===== config.mk =====
export PLATFORM = sky130hd
export DESIGN_NAME = cmd_hdr_parser
export DESIGN_NICKNAME = d
export VERILOG_FILES = /design/src/rtl/cph_pkg.sv /design/src/rtl/cph_decode.sv /design/src/rtl/cph_hdr_out.sv /design/src/rtl/cph_payload_seq.sv /design/src/rtl/cmd_hdr_parser.sv
export SDC_FILE = /design/constraint.sdc
export NUM_CORES = 1
export LEC_CHECK = 0
export BUFFER_PORTS_ARGS = -buffer_cell sky130_fd_sc_hd__buf_2
export CAP_MARGIN = 20
export CORE_MARGIN = 2
export CORE_UTILIZATION = 25
export CTS_BUF_LIST = sky130_fd_sc_hd__clkbuf_8 sky130_fd_sc_hd__clkbuf_16
export CTS_CLUSTER_SIZE = 24
export DETAILED_ROUTE_END_ITERATION = 10
export SLEW_MARGIN = 30
export SYNTH_ARGS = -nofsm -noshare
export SYNTH_HDL_FRONTEND = slang
export SYNTH_SLANG_ARGS = --single-unit

===== constraint.sdc =====
create_clock -name clk -period 4.2 [get_ports clk]
set_clock_uncertainty 0.05 [all_clocks]
set_input_delay 0.21 -clock clk [delete_from_list [all_inputs] [get_ports clk]]
set_output_delay 0.21 -clock clk [all_outputs]
set_load 0.01 [all_outputs]

===== src/rtl/cph_pkg.sv =====
package cph_pkg;

  localparam int WORD_W = 32;
  localparam int CNT_W  = 15;
  localparam int REG_W  = 18;
  localparam int OPC_W  = 8;

  typedef enum logic [2:0] {
    PK_T0 = 3'd0,
    PK_T2 = 3'd1,
    PK_T3 = 3'd2,
    PK_T4 = 3'd3,
    PK_T7 = 3'd4
  } pkt_kind_e;

  typedef struct packed {
    logic              ok_type;
    pkt_kind_e         kind;
    logic              par_bad;
    logic [CNT_W-1:0]  count;
    logic [REG_W-1:0]  reg_idx;
    logic [OPC_W-1:0]  opc;
    logic              has_reg;
  } hdr_t;

  // Fold the nibbles together and look the result up in a 16-entry
  // parity table: gives 1 when the value holds an even number of ones.
  function automatic logic nib_par(input logic [WORD_W-1:0] v);
    logic [3:0]  acc;
    logic [15:0] tbl;
    acc = '0;
    for (int i = 0; i < WORD_W / 4; i++) acc = acc ^ v[i*4 +: 4];
    tbl = 16'h9669;
    return tbl[acc];
  endfunction

endpackage


===== src/rtl/cph_decode.sv =====
module cph_decode
  import cph_pkg::*;
(
  input  logic [WORD_W-1:0] word,
  output hdr_t              dec
);

  always_comb begin
    dec         = '0;
    dec.ok_type = 1'b1;
    dec.kind    = PK_T2;
    unique case (word[31:28])
      4'h0: begin
        dec.kind    = PK_T0;
        dec.has_reg = 1'b1;
        dec.reg_idx = REG_W'(word[14:0]);
        dec.count   = CNT_W'(word[27:16]) + CNT_W'(1);
      end
      4'hC: begin
        dec.kind  = PK_T3;
        dec.opc   = word[15:8];
        dec.count = CNT_W'(word[27:16]) + CNT_W'(1);
      end
      4'h8: begin
        dec.kind = PK_T2;
      end
      4'h4: begin
        dec.kind    = PK_T4;
        dec.has_reg = 1'b1;
        dec.count   = CNT_W'(word[6:0]);
        dec.reg_idx = word[25:8];
        dec.par_bad = (word[7]  != nib_par(WORD_W'(word[6:0]))) ||
                      (word[27] != nib_par(WORD_W'(word[25:8])));
      end
      4'h7: begin
        dec.kind    = PK_T7;
        dec.count   = CNT_W'(word[13:0]);
        dec.opc     = OPC_W'(word[22:16]);
        dec.par_bad = (word[15] != nib_par(WORD_W'(word[13:0]))) ||
                      (word[23] != nib_par(WORD_W'(word[22:16])));
      end
      default: begin
        dec.ok_type = 1'b0;
      end
    endcase
  end

endmodule


===== src/rtl/cph_hdr_out.sv =====
module cph_hdr_out
  import cph_pkg::*;
(
  input  logic             clk,
  input  logic             rst_n,
  input  logic             hdr_take,
  input  hdr_t             dec,
  output logic             hdr_valid,
  output logic [2:0]       hdr_kind,
  output logic [CNT_W-1:0] hdr_count,
  output logic [REG_W-1:0] hdr_reg,
  output logic [OPC_W-1:0] hdr_opc,
  output logic             err_bad_type,
  output logic             err_bad_parity
);

  logic unused_dec;
  assign unused_dec = dec.has_reg;

  logic good;
  assign good = dec.ok_type && !dec.par_bad;

  always_ff @(posedge clk or negedge rst_n) begin
    if (!rst_n) begin
      hdr_valid      <= 1'b0;
      err_bad_type   <= 1'b0;
      err_bad_parity <= 1'b0;
      hdr_kind       <= '0;
      hdr_count      <= '0;
      hdr_reg        <= '0;
      hdr_opc        <= '0;
    end else begin
      hdr_valid      <= hdr_take && good;
      err_bad_type   <= hdr_take && !dec.ok_type;
      err_bad_parity <= hdr_take && dec.ok_type && dec.par_bad;
      if (hdr_take && good) begin
        hdr_kind  <= dec.kind;
        hdr_count <= dec.count;
        hdr_reg   <= dec.reg_idx;
        hdr_opc   <= dec.opc;
      end
    end
  end

endmodule


===== src/rtl/cph_payload_seq.sv =====
module cph_payload_seq
  import cph_pkg::*;
(
  input  logic              clk,
  input  logic              rst_n,
  input  logic              in_valid,
  output logic              in_ready,
  input  logic [WORD_W-1:0] in_word,
  input  hdr_t              dec,
  output logic              hdr_take,
  output logic              pl_valid,
  input  logic              pl_ready,
  output logic [WORD_W-1:0] pl_data,
  output logic              pl_is_reg,
  output logic [REG_W-1:0]  pl_reg,
  output logic [OPC_W-1:0]  pl_opc,
  output logic              pl_last
);

  logic unused_dec;
  assign unused_dec = ^{dec.ok_type, dec.kind};

  logic             busy_q, drop_q, isreg_q;
  logic [CNT_W-1:0] left_q;
  logic [REG_W-1:0] reg_q;
  logic [OPC_W-1:0] opc_q;
  logic             pay_take;

  assign in_ready  = !busy_q || drop_q || pl_ready;
  assign hdr_take  = in_valid && !busy_q;
  assign pay_take  = in_valid && busy_q && in_ready;
  assign pl_valid  = in_valid && busy_q && !drop_q;
  assign pl_data   = in_word;
  assign pl_is_reg = isreg_q;
  assign pl_reg    = reg_q;
  assign pl_opc    = opc_q;
  assign pl_last   = (left_q == CNT_W'(1));

  always_ff @(posedge clk or negedge rst_n) begin
    if (!rst_n) begin
      busy_q  <= 1'b0;
      drop_q  <= 1'b0;
      isreg_q <= 1'b0;
      left_q  <= '0;
      reg_q   <= '0;
      opc_q   <= '0;
    end else if (hdr_take) begin
      // unknown types and no-ops decode with a zero count
      busy_q  <= (dec.count != '0);
      drop_q  <= dec.par_bad;
      left_q  <= dec.count;
      reg_q   <= dec.reg_idx;
      opc_q   <= dec.opc;
      isreg_q <= dec.has_reg;
    end else if (pay_take) begin
      left_q <= left_q - CNT_W'(1);
      reg_q  <= reg_q + REG_W'(1);
      if (left_q == CNT_W'(1)) busy_q <= 1'b0;
    end
  end

endmodule


===== src/rtl/cmd_hdr_parser.sv =====
module cmd_hdr_parser
  import cph_pkg::*;
(
  input  logic        clk,
  input  logic        rst_n,
  input  logic        in_valid,
  output logic        in_ready,
  input  logic [31:0] in_word,
  output logic        hdr_valid,
  output logic [2:0]  hdr_kind,
  output logic [14:0] hdr_count,
  output logic [17:0] hdr_reg,
  output logic [7:0]  hdr_opc,
  output logic        err_bad_type,
  output logic        err_bad_parity,
  output logic        pl_valid,
  input  logic        pl_ready,
  output logic [31:0] pl_data,
  output logic        pl_is_reg,
  output logic [17:0] pl_reg,
  output logic [7:0]  pl_opc,
  output logic        pl_last
);

  hdr_t dec;
  logic hdr_take;

  cph_decode u_dec (
    .word (in_word),
    .dec  (dec)
  );

  cph_payload_seq u_seq (
    .clk       (clk),
    .rst_n     (rst_n),
    .in_valid  (in_valid),
    .in_ready  (in_ready),
    .in_word   (in_word),
    .dec       (dec),
    .hdr_take  (hdr_take),
    .pl_valid  (pl_valid),
    .pl_ready  (pl_ready),
    .pl_data   (pl_data),
    .pl_is_reg (pl_is_reg),
    .pl_reg    (pl_reg),
    .pl_opc    (pl_opc),
    .pl_last   (pl_last)
  );

  cph_hdr_out u_out (
    .clk            (clk),
    .rst_n          (rst_n),
    .hdr_take       (hdr_take),
    .dec            (dec),
    .hdr_valid      (hdr_valid),
    .hdr_kind       (hdr_kind),
    .hdr_count      (hdr_count),
    .hdr_reg        (hdr_reg),
    .hdr_opc        (hdr_opc),
    .err_bad_type   (err_bad_type),
    .err_bad_parity (err_bad_parity)
  );

endmodule


# --- Word-level counts from Yosys, hierarchy flattened ---
# Memory sizes are Yosys's and may differ from the RTL's.
# Index checks and enable logic that the tools add are counted.
classes:
  n_addsub: 3
  multipliers: 0
  div: 0
  order_cmp: 4
  n_eq_ne: 9
  shifts: 0
  mux: 18
  bitwise_logic: 9
  n_reduce_logical: 25
op_table:
  columns: ["operator", "n"]
  rows:
  - ["one-hot mux 15 bit (3 select lines)", 1]
  - ["2-to-1 mux 18 bit", 2]
  - ["one-hot mux 18 bit (2 select lines)", 1]
  - ["2-to-1 mux 15 bit", 2]
  - ["< comparator 4 x 5 -> 1 bit, second input constant", 4]
  - ["XOR 4 bit", 5]
  - ["adder 18 x 1 -> 18 bit, second input constant", 1]
  - ["one-hot mux 8 bit (2 select lines)", 1]
  - ["== test 15 x 1 -> 1 bit, second input constant", 1]
  - ["nonzero test 15 bit", 1]
  - ["subtractor 15 x 1 -> 15 bit, second input constant", 1]
  - ["adder 12 x 1 -> 13 bit, second input constant", 1]
  - ["one-hot mux 3 bit (4 select lines)", 1]
  - ["logical AND 1 bit", 9]
  - ["2-to-1 mux 1 bit", 9]
  - ["== test 4 x 3 -> 1 bit, second input constant", 2]
  - ["== test 4 bit, second input constant", 2]
  - ["XOR 4 x 2 -> 4 bit", 2]
  - ["XOR 4 x 3 -> 4 bit", 2]
  - ["OR reduction 5 bit", 1]
  - ["logical NOT 1 bit", 4]
  - ["logical NOT 4 bit", 1]
  - ["logical OR 1 bit", 4]
  - ["!= test 1 bit", 4]
  - ["4 further kinds", 6]
word_totals:
  ff_bits: 91
  latchBits: 0
  mem_bits_rw: 0
  romBits: 64
  out_inout_bits: 109
  mem_count: 4
mem_list:
  columns: ["memory", "words", "width", "rd", "rd_ports_with_merged_regs", "wr", "line", "text"]
  rows:
  - ["(name not given)", 16, 1, 1, 0, 0, "cph_pkg.sv:34", "return tbl[acc];"]
  - ["(name not given)", 16, 1, 1, 0, 0, "cph_pkg.sv:34", null]
  - ["(name not given)", 16, 1, 1, 0, 0, "cph_pkg.sv:34", null]
  - ["(name not given)", 16, 1, 1, 0, 0, "cph_pkg.sv:34", null]

# --- Depth between registers and ports, before layout ---
logic_depth:
  depth_word: 12
  mapped_depth: 11

# --- Modules after synthesis ---
# From an unflattened synthesis, not the netlist that was laid out.
hier_totals:
  cells_unflattened: 571
  hier_area_um2: 5774.3
by_module_without_submodules:
  columns: ["module", "instances", "cells_per_inst", "area_per_inst_um2", "seq_area_each_um2"]
  rows:
  - ["cph_payload_seq", 1, 341, 2855.2, 1101.1]
  - ["cph_hdr_out", 1, 100, 1934.4, 1176.1]
  - ["cph_decode", 1, 130, 984.7, 0.0]

# --- Worst setup path before layout ---
# No wires, ideal clock.
synth_timing:
  path_type: "input-to-reg"
  from: "input port in_word[25]"
  to: "register u_out.hdr_count[12]"
  arrival_ps: 2368
  path_slack_ps: 1655
  path_stages: 9
  path_cell_list: "clkbuf_1 > xor2_1 > xnor2_1 > xnor3_1 > or3_4 > a31oi_4 > o21ai_4 > clkinv_8 > mux2_1"
synth_between:
  elab_chain_len: 9
  elab_cells_between_ends: 11
synth_lines:
  columns: ["item", "line", "text"]
  rows:
  - ["from (decl)", "cmd_hdr_parser.sv:8", "input logic [31:0] in_word,"]
  - ["XOR 4 x 2 -> 4 bit", "cph_pkg.sv:32", "for (int i = 0; i < WORD_W / 4; i++) acc = acc ^ v[i*4 +: 4];"]
  - ["memory read (16 x 1 bit)", null, null]
  - ["2-to-1 mux 1 bit (not written as such)", "cph_pkg.sv:34", null]
  - ["!= test 1 bit", "cph_decode.sv:33", "(word[27] != nib_par(WORD_W'(word[25:8])));"]
  - ["logical OR 1 bit", "cph_decode.sv:32", "dec.par_bad = (word[7] != nib_par(WORD_W'(word[6:0]))) ||"]
  - ["one-hot mux 1 bit (2 select lines)", "cph_decode.sv:12", "unique case (word[31:28])"]
  - ["logical NOT 1 bit", "cph_hdr_out.sv:21", "assign good = dec.ok_type && !dec.par_bad;"]
  - ["logical AND 1 bit", "cph_hdr_out.sv:21", null]
  - ["logical AND 1 bit", "cph_hdr_out.sv:36", "if (hdr_take && good) begin"]
  - ["to (signal assigned)", "cph_hdr_out.sv:38", "hdr_count <= dec.count;"]
  - ["to (decl)", "cph_hdr_out.sv:10", "output logic [CNT_W-1:0] hdr_count,"]
# Several ways; a longest one is shown, not always the timed one. The select of a mux whose other input is x is not followed.
# A chain may end at the register's enable or synchronous reset.

# --- Final worst setup path ---
layout_timing:
  from: "register u_seq.busy_q"
  to: "register u_out.hdr_count[12]"
layout_between:
  elab_chain_len: 3
layout_lines:
  columns: ["item", "line", "text"]
  rows:
  - ["from (decl)", "cph_payload_seq.sv:23", "logic busy_q, drop_q, isreg_q;"]
  - ["from (signal assigned)", "cph_payload_seq.sv:49", "busy_q <= (dec.count != '0);"]
  - ["logical NOT 1 bit", "cph_payload_seq.sv:30", "assign hdr_take = in_valid && !busy_q;"]
  - ["logical AND 1 bit", "cph_payload_seq.sv:30", null]
  - ["logical AND 1 bit", "cph_hdr_out.sv:36", null]
# No other way between the ends.

==> reports/metrics.cfg <==
[floorplanning]
die_area_sq_um = 23300
ios = 145
die_width_microns = 152
start_util_pct = 25.3
placementRows = 54
core_area_sq_um = 21800
die-height_microns = 152

[timing]
layout_min_cycle_time_ns = 2.85
maxSlewViolCount = 0
fin_tns_setup_ns = 0
hold_violations = 0
slew_headroom_pct = 48.2
worst_pin_slew_ns = 0.776
min_period_over_period_pct = 67.7
max_freq_mhz = 351
setup_viol = 0
rsz0062_at_grt = false

[critical_path]
start_kind = flop
worstSetupPathType = reg -> reg
cp.required_ns = 4.38
r2r_slack_ns = 1.35
worstPathMaxFanout = 72
endpoint = u_out.hdr_count[12]
r2r-end = u_out.hdr_count[12]
r2r-start = u_seq.busy_q
worstPathArrival_ns = 3.02
crit_path_end_kind = flop
setup.worst_path.start = u_seq.busy_q
rr_worst_depth = 6

[clock_network]
clock_latency_ns = 0.35
hold_buffers = 1
clk_pin_slew_worst_paths_ns = 0.06
cts_setup_buffers = 0
cts_tree = built
clockRootBuffer = clkbuf_16
htreeDepth = 3
post_cts_resize_count = 0
cts_buffers = 9
clkSinkCount = 90
cts_buffer_depth = 2

[yosys]
yosys_register_bits = 90
syn_nets = 617
synth-edff-count = 0
synth_compound_area_share_pct = 20.7
synth_top_family_by_area = compound AO/OA/AOI/OAI gates
syn_area_per_cell_sq_um = 9.55
synth_flop_cell = dfrtp_1
synth_fa_ha_area_share_pct = 0.908
ys_seq_area_share_pct = 40.9
synthSimpleGateAreaFrac_pct = 18.1
mappedNetlistArea_sq_um = 5510
ys_warn_count = 0
synth_cell_types = 62
syn_inst = 577
synthXorXnorAreaFrac_pct = 8.92
async_flop_share_pct = 100
synthMuxAreaShare_pct = 0.953

[route]
dr_wl_met3_mm = 1.18
dr.max_layer_used = met4
wl_per_cell_microns = 18.6
drt-met1-wl_mm = 7.81
firstDrtPassIters = 5
viasPerCell = 4.92
first_iter_violations = 381
vias = 4682
drc = 0
drtAntennaViolNets = 0
wl_mm = 17.7
met2_length_mm = 8.08

[worst_hold_path]
hold_path_class = in -> reg
hold_depth = 3

[place]
io_buffers = 143
dp_hpwl_mm = 13.3
routabilityCongestion = 0.909

[power_and_ir_drop]
leakagePower_nw = 2.85
power_density_nw_per_um2 = 588
ir_drop_mv = 0.237

[layout]
fin_util_pct = 29.5
diodes = 0
final_nets = 707
area_growth_syn_to_layout_pct = 16.6
drive_gt1_share_pct = 36.2
mostFrequentLayoutCells = 142 x buf_2, 90 x dfrtp_1, 48 x nand2_1
mostFrequentLayoutCell = buf_2

[grt]
grt_pass1_vias = 4510
grt_usage_pct = 15.0
grt_pass1_wl_mm = 27.3
overflow = 0
antenna_found_initial = 0
grt_start_max_net_pins = 73

[run]
cap_violations = 0

[status]
status = complete, no violations

==> report_power, final <==
group | total, mW | switching (mW) | internal [mW] | leakage, nW
clock | 0.754 | 0.354 | 0.400 | 0.135
combinational | 1.51 | 0.862 | 0.650 | 1.56
sequential | 1.51 | 0.310 | 1.20 | 1.15
total | 3.78 | 1.53 | 2.25 | 2.85
==> critical path, cell delays in order, from the launching register on <==
cell and delay [ns]:
dfrtp_1 0.78, clkinv_1 0.49, nand2_1 0.32, a31oi_4 0.07
o21ai_4 0.15, clkinv_8 0.37, mux2_1 0.43
==> cells by family (layout without fill, tap and decap cells) <==
group	Yosys count	count (layout)
other	1	1
adder cells (fa/ha/maj)	4	4
AND/OR/NAND/NOR	193	193
buffers and inverters	77	172
XOR/XNOR	49	49
multiplexers	5	5
AO/OA/AOI/OAI	158	158
flip-flops	90	90
==> how the worst min path moves through the flow <==
stage / start / endpoint / slack (ns)
after floorplan: rst_n / u_out.err_bad_parity / -0.14
after global placement: rst_n / u_out.hdr_opc[0] / 0.21
after detailed placement: rst_n / u_seq.pl_opc[0] / 0.21
after CTS: in_word[15] / u_seq.pl_opc[7] / 0.14
after global routing: in_word[15] / u_seq.pl_opc[7] / 0.15
final: in_word[15] / u_seq.pl_opc[7] / 0.14
==> per-stage QoR <==
stage / hold WS [ns] / power (mW) / worst slack (ns) / cells / cell area [sq um]
after floorplan: -0.136 / 2.46 / 1.65 / 577 / 5510
after global placement: 0.213 / 3.02 / 1.24 / 935 / 6150
after detailed placement: 0.209 / 3.04 / 1.19 / 935 / 6150
after CTS: 0.137 / 3.80 / 1.43 / 952 / 6430
after global routing: 0.152 / 4.04 / 1.27 / 952 / 6430
final: 0.142 / 3.78 / 1.35 / 952 / 6430
==> cells in the mapped netlist (all sizes together), types with 3 or more instances <==
cell type  count  area, sq um
dfrtp         90         2250
nor2          66          335
a21oi         50          378
nand2         48          180
buf           47          394
o21ai         41          216
a22oi         31          233
xnor2         29          262
clkbuf        23         87.6
nand3         21          105
xor2          16          140
nor3          14         70.1
a22o          10         87.6
nand4          8         50.1
nor4           8         50.1
and3           6         37.5
inv            5         18.8
and2           4         25.0
ha             4         50.1
o22ai          4         25.0
xnor3          4         90.1
mux2i          3         30.0
nor2b          3         18.8
o221ai         3         26.3
o32ai          3         26.3
==> per-layer routing <==
metal	global-route usage, %	up-vias
li1	-	2205
met1	19.9	2262
met2	23.6	181
met3	3.36	34
met4	6.57	0
met5	0	-
==> layout make-up <==
class,count,area (sq um)
multi-input combinational,410,2750
inverter,7,38.8
fill,2314,15300
clock inverter,7,45.0
tap,280,350
timing repair buffer,149,766
sequential,90,2250
clock buffer,9,225
(Power assumes the default switching activity.)
